File: src/rtl/callseq_pkg.sv
package callseq_pkg;
  localparam int ENTRIES = 16;
  localparam int SLOTS   = 5;
  localparam int FID_W   = 8;
  localparam int QDEPTH  = 4;   // power of two
  localparam int DROP_W  = 8;

  localparam int ENT_W  = $clog2(ENTRIES);
  localparam int SLOT_W = $clog2(SLOTS);
  localparam int QPTR_W = $clog2(QDEPTH);

  typedef logic [FID_W-1:0]  fid_t;
  typedef logic [ENT_W-1:0]  ent_t;
  typedef logic [SLOT_W-1:0] slot_t;

  localparam slot_t LAST_SLOT = slot_t'(SLOTS - 1);
  localparam ent_t  OLDEST    = ent_t'(ENTRIES - 1);

  // Strobes from control to the table storage
  typedef struct packed {
    logic  allocEn;
    ent_t  allocEnt;
    fid_t  allocTag;
    logic  recEn;
    ent_t  recEnt;
    slot_t recSlot;
    fid_t  recId;
    logic  touchEn;
    ent_t  touchEnt;
    logic  rstIdxEn;
    ent_t  rstIdxEnt;
    logic  advEn;
    ent_t  advEnt;
    slot_t advIdx;
  } tbl_op_t;

  typedef struct packed {
    logic callPf;
    fid_t callPfId;
    logic retPf;
    fid_t retPfId;
  } pf_req_t;

  function automatic ent_t firstSet(input logic [ENTRIES-1:0] v);
    firstSet = '0;
    for (int i = ENTRIES - 1; i >= 0; i--)
      if (v[i]) firstSet = ent_t'(i);
  endfunction
endpackage

File: src/rtl/callseq_table.sv
module callseq_table import callseq_pkg::*; (
  input  logic                                   clk,
  input  logic                                   rst_n,
  input  tbl_op_t                                op,
  output logic [ENTRIES-1:0]                     entValid,
  output logic [ENTRIES-1:0][FID_W-1:0]          entTag,
  output logic [ENTRIES-1:0][SLOT_W-1:0]         entIdx,
  output logic [ENTRIES-1:0][SLOTS-1:0][FID_W-1:0] entSeq,
  output logic [ENTRIES-1:0][SLOTS-1:0]          entSeqVld,
  output logic [ENTRIES-1:0][ENT_W-1:0]          entAge
);
  always_ff @(posedge clk) begin
    if (!rst_n) begin
      entValid  <= '0;
      entTag    <= '0;
      entIdx    <= '0;
      entSeq    <= '0;
      entSeqVld <= '0;
      for (int i = 0; i < ENTRIES; i++) entAge[i] <= ent_t'(i);
    end else begin
      if (op.allocEn) begin
        entValid[op.allocEnt]  <= 1'b1;
        entTag[op.allocEnt]    <= op.allocTag;
        entSeqVld[op.allocEnt] <= '0;
        entIdx[op.allocEnt]    <= '0;
      end
      if (op.recEn) begin
        entSeq[op.recEnt][op.recSlot]    <= op.recId;
        entSeqVld[op.recEnt][op.recSlot] <= 1'b1;
      end
      if (op.rstIdxEn) entIdx[op.rstIdxEnt] <= '0;
      if (op.advEn)    entIdx[op.advEnt]    <= op.advIdx;
      if (op.touchEn) begin
        for (int i = 0; i < ENTRIES; i++) begin
          if (ent_t'(i) == op.touchEnt)
            entAge[i] <= '0;
          else if (entAge[i] < entAge[op.touchEnt])
            entAge[i] <= entAge[i] + ent_t'(1);
        end
      end
    end
  end

  // Checks on stored state
  logic [ENTRIES-1:0] ageTop, idxOk;
  always_comb begin
    for (int i = 0; i < ENTRIES; i++) begin
      ageTop[i] = (entAge[i] == OLDEST);
      idxOk[i]  = (entIdx[i] <= LAST_SLOT);
    end
  end

  assert_single_oldest_R8: assert property (@(posedge clk) disable iff (!rst_n)
    $countones(ageTop) == 1);
  assert_index_bound_R7: assert property (@(posedge clk) disable iff (!rst_n)
    &idxOk);
endmodule

File: src/rtl/callseq_ctrl.sv
module callseq_ctrl import callseq_pkg::*; (
  input  logic                                   clk,
  input  logic                                   rst_n,
  input  logic                                   callValid,
  input  fid_t                                   callCaller,
  input  fid_t                                   callCallee,
  input  logic                                   retValid,
  input  fid_t                                   retFunc,
  input  fid_t                                   retCaller,
  input  logic [ENTRIES-1:0]                     entValid,
  input  logic [ENTRIES-1:0][FID_W-1:0]          entTag,
  input  logic [ENTRIES-1:0][SLOT_W-1:0]         entIdx,
  input  logic [ENTRIES-1:0][SLOTS-1:0][FID_W-1:0] entSeq,
  input  logic [ENTRIES-1:0][SLOTS-1:0]          entSeqVld,
  input  logic [ENTRIES-1:0][ENT_W-1:0]          entAge,
  output tbl_op_t                                op,
  output pf_req_t                                pfReq
);
  logic [ENTRIES-1:0]            calleeMatch, callerMatch, selfMatch, parentMatch, postValid;
  logic [ENTRIES-1:0][FID_W-1:0] postTag;
  logic  calleeHit, callerHit, selfHit, parentHit, alloc, nextFilled;
  ent_t  calleeEnt, callerEnt, selfEnt, parentEnt, victim, dstEnt;
  slot_t base, nextSlot;
  fid_t  nextId;

  always_comb begin
    // replacement choice: oldest entry, overridden by the lowest free entry
    victim = '0;
    for (int i = ENTRIES - 1; i >= 0; i--)
      if (entAge[i] == OLDEST) victim = ent_t'(i);
    for (int i = ENTRIES - 1; i >= 0; i--)
      if (!entValid[i]) victim = ent_t'(i);

    // call lookups on the state before this cycle
    for (int i = 0; i < ENTRIES; i++) begin
      calleeMatch[i] = entValid[i] && (entTag[i] == callCallee);
      callerMatch[i] = entValid[i] && (entTag[i] == callCaller);
    end
    calleeHit = |calleeMatch;
    callerHit = |callerMatch;
    calleeEnt = firstSet(calleeMatch);
    callerEnt = firstSet(callerMatch);
    alloc     = callValid && !calleeHit;
    dstEnt    = calleeHit ? calleeEnt : victim;

    // return lookups see the tags as the call leaves them
    postValid = entValid;
    postTag   = entTag;
    if (alloc) begin
      postValid[victim] = 1'b1;
      postTag[victim]   = callCallee;
    end
    for (int i = 0; i < ENTRIES; i++) begin
      selfMatch[i]   = postValid[i] && (postTag[i] == retFunc);
      parentMatch[i] = postValid[i] && (postTag[i] == retCaller);
    end
    selfHit   = |selfMatch;
    parentHit = |parentMatch;
    selfEnt   = firstSet(selfMatch);
    parentEnt = firstSet(parentMatch);

    op    = '0;
    pfReq = '0;

    if (callValid) begin
      op.touchEn  = 1'b1;
      op.touchEnt = dstEnt;
      op.allocEn  = alloc;
      op.allocEnt = victim;
      op.allocTag = callCallee;
      if (calleeHit && entSeqVld[calleeEnt][0]) begin
        pfReq.callPf   = 1'b1;
        pfReq.callPfId = entSeq[calleeEnt][0];
      end
      if (callerHit && !(alloc && callerEnt == victim)) begin
        op.recEn   = 1'b1;
        op.recEnt  = callerEnt;
        op.recSlot = entIdx[callerEnt];
        op.recId   = callCallee;
      end
    end

    // caller pointer after the call and after rewinding the returning function
    base = entIdx[parentEnt];
    if ((alloc && parentEnt == victim) || (selfHit && selfEnt == parentEnt))
      base = '0;
    nextSlot   = base + slot_t'(1);
    nextFilled = 1'b0;
    nextId     = '0;
    if (base != LAST_SLOT) begin
      nextFilled = entSeqVld[parentEnt][nextSlot];
      nextId     = entSeq[parentEnt][nextSlot];
    end
    if (alloc && parentEnt == victim) begin
      nextFilled = 1'b0;
    end else if (op.recEn && op.recEnt == parentEnt && op.recSlot == nextSlot) begin
      nextFilled = 1'b1;
      nextId     = callCallee;
    end

    if (retValid) begin
      if (selfHit) begin
        op.rstIdxEn  = 1'b1;
        op.rstIdxEnt = selfEnt;
      end
      if (parentHit && base != LAST_SLOT) begin
        op.advEn  = 1'b1;
        op.advEnt = parentEnt;
        op.advIdx = nextSlot;
        if (nextFilled) begin
          pfReq.retPf   = 1'b1;
          pfReq.retPfId = nextId;
        end
      end
    end
  end

  assert_unique_tags_R8: assert property (@(posedge clk) disable iff (!rst_n)
    $countones(calleeMatch) <= 1 && $countones(callerMatch) <= 1);
  assert_alloc_target_R8: assert property (@(posedge clk) disable iff (!rst_n)
    op.allocEn |-> (!entValid[op.allocEnt] || entAge[op.allocEnt] == OLDEST));
  assert_record_slot_R4: assert property (@(posedge clk) disable iff (!rst_n)
    op.recEn |-> (op.recSlot <= LAST_SLOT && entValid[op.recEnt]));
endmodule

File: src/rtl/callseq_queue.sv
module callseq_queue import callseq_pkg::*; (
  input  logic              clk,
  input  logic              rst_n,
  input  pf_req_t           pfReq,
  input  logic              pfReady,
  output logic              pfValid,
  output fid_t              pfFunc,
  output logic [DROP_W-1:0] dropCount
);
  logic [QDEPTH-1:0][FID_W-1:0] mem;
  logic [QPTR_W-1:0] wrPtr, rdPtr;
  logic [QPTR_W:0]   count, freeSlots;
  logic              acc0, acc1, pop;
  logic [1:0]        dropNow;
  logic [DROP_W:0]   dropSum;

  always_comb begin
    freeSlots = (QPTR_W+1)'(QDEPTH) - count;
    acc0      = pfReq.callPf && (freeSlots != '0);
    acc1      = pfReq.retPf && (acc0 ? (freeSlots >= (QPTR_W+1)'(2)) : (freeSlots != '0));
    dropNow   = {1'b0, pfReq.callPf && !acc0} + {1'b0, pfReq.retPf && !acc1};
    dropSum   = {1'b0, dropCount} + (DROP_W+1)'(dropNow);
    pfValid   = (count != '0);
    pfFunc    = mem[rdPtr];
    pop       = pfValid && pfReady;
  end

  always_ff @(posedge clk) begin
    if (!rst_n) begin
      mem       <= '0;
      wrPtr     <= '0;
      rdPtr     <= '0;
      count     <= '0;
      dropCount <= '0;
    end else begin
      if (acc0) mem[wrPtr] <= pfReq.callPfId;
      if (acc1) mem[wrPtr + QPTR_W'(acc0)] <= pfReq.retPfId;
      wrPtr <= wrPtr + QPTR_W'(acc0) + QPTR_W'(acc1);
      rdPtr <= rdPtr + QPTR_W'(pop);
      count <= count + (QPTR_W+1)'(acc0) + (QPTR_W+1)'(acc1) - (QPTR_W+1)'(pop);
      dropCount <= dropSum[DROP_W] ? '1 : dropSum[DROP_W-1:0];
    end
  end

  assert_queue_bound_R10: assert property (@(posedge clk) disable iff (!rst_n)
    count <= (QPTR_W+1)'(QDEPTH));
  assert_hold_stalled_R10: assert property (@(posedge clk) disable iff (!rst_n)
    (pfValid && !pfReady) |=> (pfValid && $stable(pfFunc)));
  assert_drop_monotonic_R11: assert property (@(posedge clk) disable iff (!rst_n)
    1'b1 |=> dropCount >= $past(dropCount));
endmodule

File: src/rtl/callseq_prefetcher.sv
module callseq_prefetcher import callseq_pkg::*; (
  input  logic              clk,
  input  logic              rst_n,
  input  logic              callValid,
  input  logic [FID_W-1:0]  callCaller,
  input  logic [FID_W-1:0]  callCallee,
  input  logic              retValid,
  input  logic [FID_W-1:0]  retFunc,
  input  logic [FID_W-1:0]  retCaller,
  output logic              pfValid,
  input  logic              pfReady,
  output logic [FID_W-1:0]  pfFunc,
  output logic [DROP_W-1:0] dropCount
);
  tbl_op_t                                 op;
  pf_req_t                                 pfReq;
  logic [ENTRIES-1:0]                      entValid;
  logic [ENTRIES-1:0][FID_W-1:0]           entTag;
  logic [ENTRIES-1:0][SLOT_W-1:0]          entIdx;
  logic [ENTRIES-1:0][SLOTS-1:0][FID_W-1:0] entSeq;
  logic [ENTRIES-1:0][SLOTS-1:0]           entSeqVld;
  logic [ENTRIES-1:0][ENT_W-1:0]           entAge;

  callseq_ctrl i_ctrl (
    .clk(clk), .rst_n(rst_n),
    .callValid(callValid), .callCaller(callCaller), .callCallee(callCallee),
    .retValid(retValid), .retFunc(retFunc), .retCaller(retCaller),
    .entValid(entValid), .entTag(entTag), .entIdx(entIdx),
    .entSeq(entSeq), .entSeqVld(entSeqVld), .entAge(entAge),
    .op(op), .pfReq(pfReq)
  );

  callseq_table i_table (
    .clk(clk), .rst_n(rst_n), .op(op),
    .entValid(entValid), .entTag(entTag), .entIdx(entIdx),
    .entSeq(entSeq), .entSeqVld(entSeqVld), .entAge(entAge)
  );

  callseq_queue i_queue (
    .clk(clk), .rst_n(rst_n), .pfReq(pfReq), .pfReady(pfReady),
    .pfValid(pfValid), .pfFunc(pfFunc), .dropCount(dropCount)
  );
endmodule

File: config.mk
export PLATFORM = sky130hd
export DESIGN_NAME = callseq_prefetcher
export DESIGN_NICKNAME = d
export VERILOG_FILES = /design/src/rtl/callseq_pkg.sv /design/src/rtl/callseq_table.sv /design/src/rtl/callseq_ctrl.sv /design/src/rtl/callseq_queue.sv /design/src/rtl/callseq_prefetcher.sv
export SDC_FILE = /design/constraint.sdc
export NUM_CORES = 2
export LEC_CHECK = 0
export BUFFER_PORTS_ARGS = -buffer_cell sky130_fd_sc_hd__clkbuf_2
export CORE_AREA = 2 2 335 337
export CTS_CLUSTER_DIAMETER = 50
export DETAILED_ROUTE_END_ITERATION = 6
export DIE_AREA = 0 0 337 339
export PLACE_DENSITY_LB_ADDON = 0.25
export RECOVER_POWER = 50
export SYNTH_ARGS = -nofsm -noshare
export SYNTH_HDL_FRONTEND = slang
export SYNTH_HIERARCHICAL = 1
export SYNTH_SLANG_ARGS = --single-unit
export TNS_END_PERCENT = 30
File: constraint.sdc
create_clock -name clk -period 9.1 [get_ports clk]
set_clock_uncertainty 0.1 [all_clocks]
set_input_delay 0.455 -clock clk [delete_from_list [all_inputs] [get_ports clk]]
set_output_delay 0.455 -clock clk [all_outputs]
set_load 0.01 [all_outputs]
; ---- Word level (Yosys, flattened, before mapping)
; Index checks and enable logic that the tools add are counted.
; Widths: inputs -> output; s select.
[classes]
add_sub_neg = 26
magnitude_cmp = 39
eq_ne = 101
n_mux = 215
bitwise = 9
n_reduce_logical = 130
[ops]
columns = operator, count
row1 = $bwmux 640, 1
row2 = $mux 4, 130
row3 = $eq 8x8->1, 64
row4 = $bmux 40 s4, 2
row5 = $bwmux 128, 2
row6 = $mux 48, 5
row7 = $mux 80, 3
row8 = $demux 40 s4, 1
row9 = $mux 128, 1
row10 = $mux 8, 13
row11 = $and 48x48->48, 2
row12 = $mux 32, 3
row13 = $not 48->48, 2
row14 = $logic_and 1x1->1, 86
row15 = $and 80x80->80, 1
row16 = $mux 40, 2
row17 = $not 80->80, 1
row18 = $or 80x80->80, 1
row19 = $add 4x1->4 const B, 16
row20 = $bwmux 32, 2
row21 = $demux 8 s4, 2
row22 = $eq 4x4->1 const B, 16
row23 = $lt 4x4->1, 16
row24 = $reduce_or 16->1, 4
row25 = 48 further kinds, 144
[totals]
regBits = 1023
in_bits = 37
out_inout_bits = 17
elab_cells = 673

; ---- Longest topological paths before layout
[depth]
depth_word = 76
ltp_mapped = 46
mapped_depth_nobuf = 33

; ---- Cells and area by module
; Netlist, hierarchy kept.
[by_module_without_submodules]
columns = mod, instances, cells_per_inst, area_each_um2, seq_area_each_um2
row1 = callseq_table, 1, 4695, 37786.2, 19538.7
row2 = callseq_ctrl, 1, 3171, 20012.9, 0.0
row3 = callseq_queue, 1, 256, 2655.0, 940.9

; ---- Worst setup path before layout
; OpenSTA, ideal clock, no wires.
[synth_path]
kind = in2reg
start = input callCallee[7]
end = register i_queue.dropCount[7]
setup_time_ns = 0.116
arrival_ns = 8.906
required_ns = 8.884
setup_slack_ns = -0.023
cell_stages = 39
n_path_buf = 13
path_cell_list = buf_4 > buf_8 > buf_6 > xnor2_1 > nand4_1 > nor3_1 > or4_4 > nor4_4 > buf_6 > nand3_2 > a221o_1 > o211ai_2 > o311ai_4 > a31oi_1 > buf_2 > buf_2 > buf_2 > buf_2 > [3 not listed] > nand3_1 > nand2_1 > o21ai_0 > o211ai_1 > ha_1 > clkbuf_1 > clkbuf_1 > clkbuf_1 > o2bb2ai_1 > o22ai_1 > o31ai_4 > inv_2 > o21a_1 > fa_1 > ha_1 > and4_1 > or4b_2 > o211a_1
[synth_lines]
columns = item, line
row1 = "start, declared", callseq_prefetcher.sv:6  ; input logic [FID_W-1:0] callCallee,
row2 = "end signal, assigned", callseq_queue.sv:41  ; dropCount <= dropSum[DROP_W] ? '1 : dropSum[DROP_W-1:0];
row3 = "end, declared", callseq_queue.sv:8  ; output logic [DROP_W-1:0] dropCount

==> metrics.cfg <==
[setup_path]
slowest_delay_ns=1.53
critPathCaptureType=flip-flop
path_max_fanout=28
path_common_cell=a21oi_1
startpoint_type=input pin
critPathKind=in -> reg
arrival_ns=9.48
slowest_stage=and2_0
cp.required_ns=9.59
crit_chain=clkbuf_2 > buf_4 > xnor2_1 > nand4_1 > nor4_1 > or4_1 > a21oi_1 > a21oi_1 > xnor2_1 > a211oi_1 > buf_4 > clkbuf_1 > nor2b_1 > and2_0 > nand2_1 > nand2_1 > a21oi_1

[clock_tree]
clock-sinks=1023
htreeDepth=4
root_buffer=clkbuf_16
cts_tree=yes
insertion_delay_ns=0.77
clockBufferDepth=3
clk_pin_slew_ns=0.05
holdBufCountCts=0
cts_made_buffers=131

[finish]
nets=8230
area_growth_syn_to_layout_pct=12.6
layout-drive-gt1-share_pct=10.7
final_cells=9708

[drt]
routed_wl_um=264000
firstDrtPassIters=6
wl_per_cell_um=27.2
detail-route-antenna-nets=0
drc=0
vias_per_cell=6.60
vias=64100
dr.first_iter.drc_count=8525

[sta]
worst_slew_pin_slew_ns=3.45
timing.final.crit_share_pct=98.7
fin_hold_ws_ns=0.213
rsz0062_at_grt=no
max_freq_mhz=111
maxSlewViolCount=156
fin_crit_ns=8.99
finalHoldViolations=0
tns_ns=0
setup_viol=0
slew_headroom_pct=-132

[synthesis]
synth_nets=8237
netlist_instances=8122
ys_seq_area_share_pct=33.9
yosysUniqueCellTypes=120
yosys_register_bits=1023
yosysTopAreaCell=dfxtp_1
synthTopCellsByArea=dfxtp_1, nand2_1, a21oi_1
syn_area_um2=60500
synthArstFlopShare_pct=0
synthTopCellsByCount=nand2_1, dfxtp_1, a21oi_1
synth_ff_type=dfxtp_1
yosys.area.top_type_share_pct=33.9
synth.most_common_cell=nand2_1
ys_warn_count=6
avgSynthCellArea_um2=7.44
synth-edff-count=0

[floorplanning]
die_w_um=337
rows=122
initial_core_util_pct=54.8
ios=54
die_h_um=339
die_area_um2=114000
core_um2=110000

[global_route]
grt_pass1_vias=59100
grt_start_max_net_pins=225
grt_usage_pct=44.4
grt-ovfl-total=0
antenna_found_initial=5
grt_pass1_wl_um=385000

[placement]
dp_cells=9468
post-dp-hpwl_um=178000
gp_congestion=1.12
portBuffers=53

[power_and_ir_drop]
swShare_pct=25.7
pwr-share-comb_pct=6.9
clockPowerShare_pct=50.3
p_sw_uw=2740
vdd_drop_max_mv=0.200
power-per-cell-area_nw_per_um2=157
leakage_uw=0.0228
cell_internal_pwr_uw=7920
p_seq_share_pct=42.7
total_power_uw=10700

[outcome]
violations=capacitance limit, slew limit
status=complete, but fails checks

[run]
drv_cap=11

[worst_hold_path]
hp-class=in -> reg

[timing repair]
action                     CTS  global route
gates resized for setup      0            15
setup endpoints to repair    0            19
setup buffers                0             2
[cell families after synthesis]
group | count (synthesis) | share of synthesized area [%]
fa+ha+maj | 78 | 1.64
flops | 1023 | 33.9
xor+xnor | 506 | 7.36
compound gates | 1623 | 16.7
simple gates | 3789 | 28.4
buf+inv | 734 | 5.08
mux | 369 | 6.96
[state kept, by name, summed over array words and instances (netlist names)]
name / flops
i_queue/wrPtr: 2
i_table/entIdx: 48
i_table/entTag: 128
i_queue/rdPtr: 2
i_queue/mem: 32
i_table/entValid: 16
i_queue/dropCount: 8
i_table/entSeqVld: 80
i_queue/count: 3
i_table/entSeq: 640
i_table/entAge: 64
[layout by cell type, fill, tap and decap left out, types with 35 or more instances in the layout]
master / count
nand2_1: 1975
dfxtp_1: 1020
a21oi_1: 889
nand3_1: 692
buf_4: 385
nor2_1: 357
xnor2_1: 323
mux2i_1: 275
xor2_1: 179
nand4_1: 164
nor3_1: 144
clkbuf_16: 134
o21ai_0: 127
clkbuf_1: 95
and3_1: 83
a31oi_1: 78
ha_1: 75
nor4_1: 70
inv_1: 66
o211ai_1: 63
mux2_2: 59
a22oi_1: 51
nand2b_1: 49
a311oi_1: 49
clkbuf_2: 40
nor2b_1: 37
mux4_2: 35
[metrics by stage]
stage | util (%) | instance area [um^2] | worst slack (ns)
3_5_place_dp | 57.9 | 63900 | 0.0599
4_1_cts | 61.9 | 68400 | 0.269
6_report | 61.7 | 68100 | 0.114
5_1_grt | 61.7 | 68100 | 0.00288
3_3_place_gp | 57.9 | 63900 | 0.189
2_1_floorplan | - | 60500 | 0.0611
[path summary, 6_finish.rpt]
kind,startpoint,end,slack (ns),cells past startpoint
worst min register to register,i_table/entSeq[412],i_table/entSeq[412],0.35,2
worst max-delay path,callCaller[5],i_table/entSeq[400],0.11,17
worst min-delay path,rst_n,i_table/entAge[28],0.21,3
worst max register to register,i_table/entTag[117],i_table/entSeq[400],0.12,19
[layer usage]
| layer | global-route usage (%) | share of wire [%] |
|---|---|---|
| met1 | 55.5 | 37 |
| met2 | 67.9 | 43 |
| met3 | 9.34 | 11 |
| met4 | 31.3 | 8.3 |
| met5 | 0.0851 | 0.0098 |
[layout make-up]
| class | count | area (um^2) |
|---|---|---|
| fillers | 10100 | 42300 |
| multi-input cells | 6365 | 37100 |
| flip-flops and latches | 1023 | 20500 |
| repair buffers | 521 | 3790 |
| clock buffers | 176 | 3730 |
| well taps | 1488 | 1860 |
| clock inverters | 58 | 759 |
| inverters | 73 | 282 |
| diodes | 4 | 10.0 |
[power by group through the flow]
stage / logic [uW] / registers [uW] / clock network (uW)
after floorplan: 482 / 4630 / 0
after global placement: 695 / 4650 / 0
after detailed placement: 705 / 4650 / 0
after CTS: 708 / 4550 / 5390
after global routing: 774 / 4560 / 5580
final: 740 / 4550 / 5370
[worst max-delay path, delay by kind of cell]
kind	cells	cell delay [ns]
compound gates	4	2.44
xor+xnor	2	0.43
buf+inv	4	1.94
simple gates	7	4.15
Power figures use the tool's default switching activity.
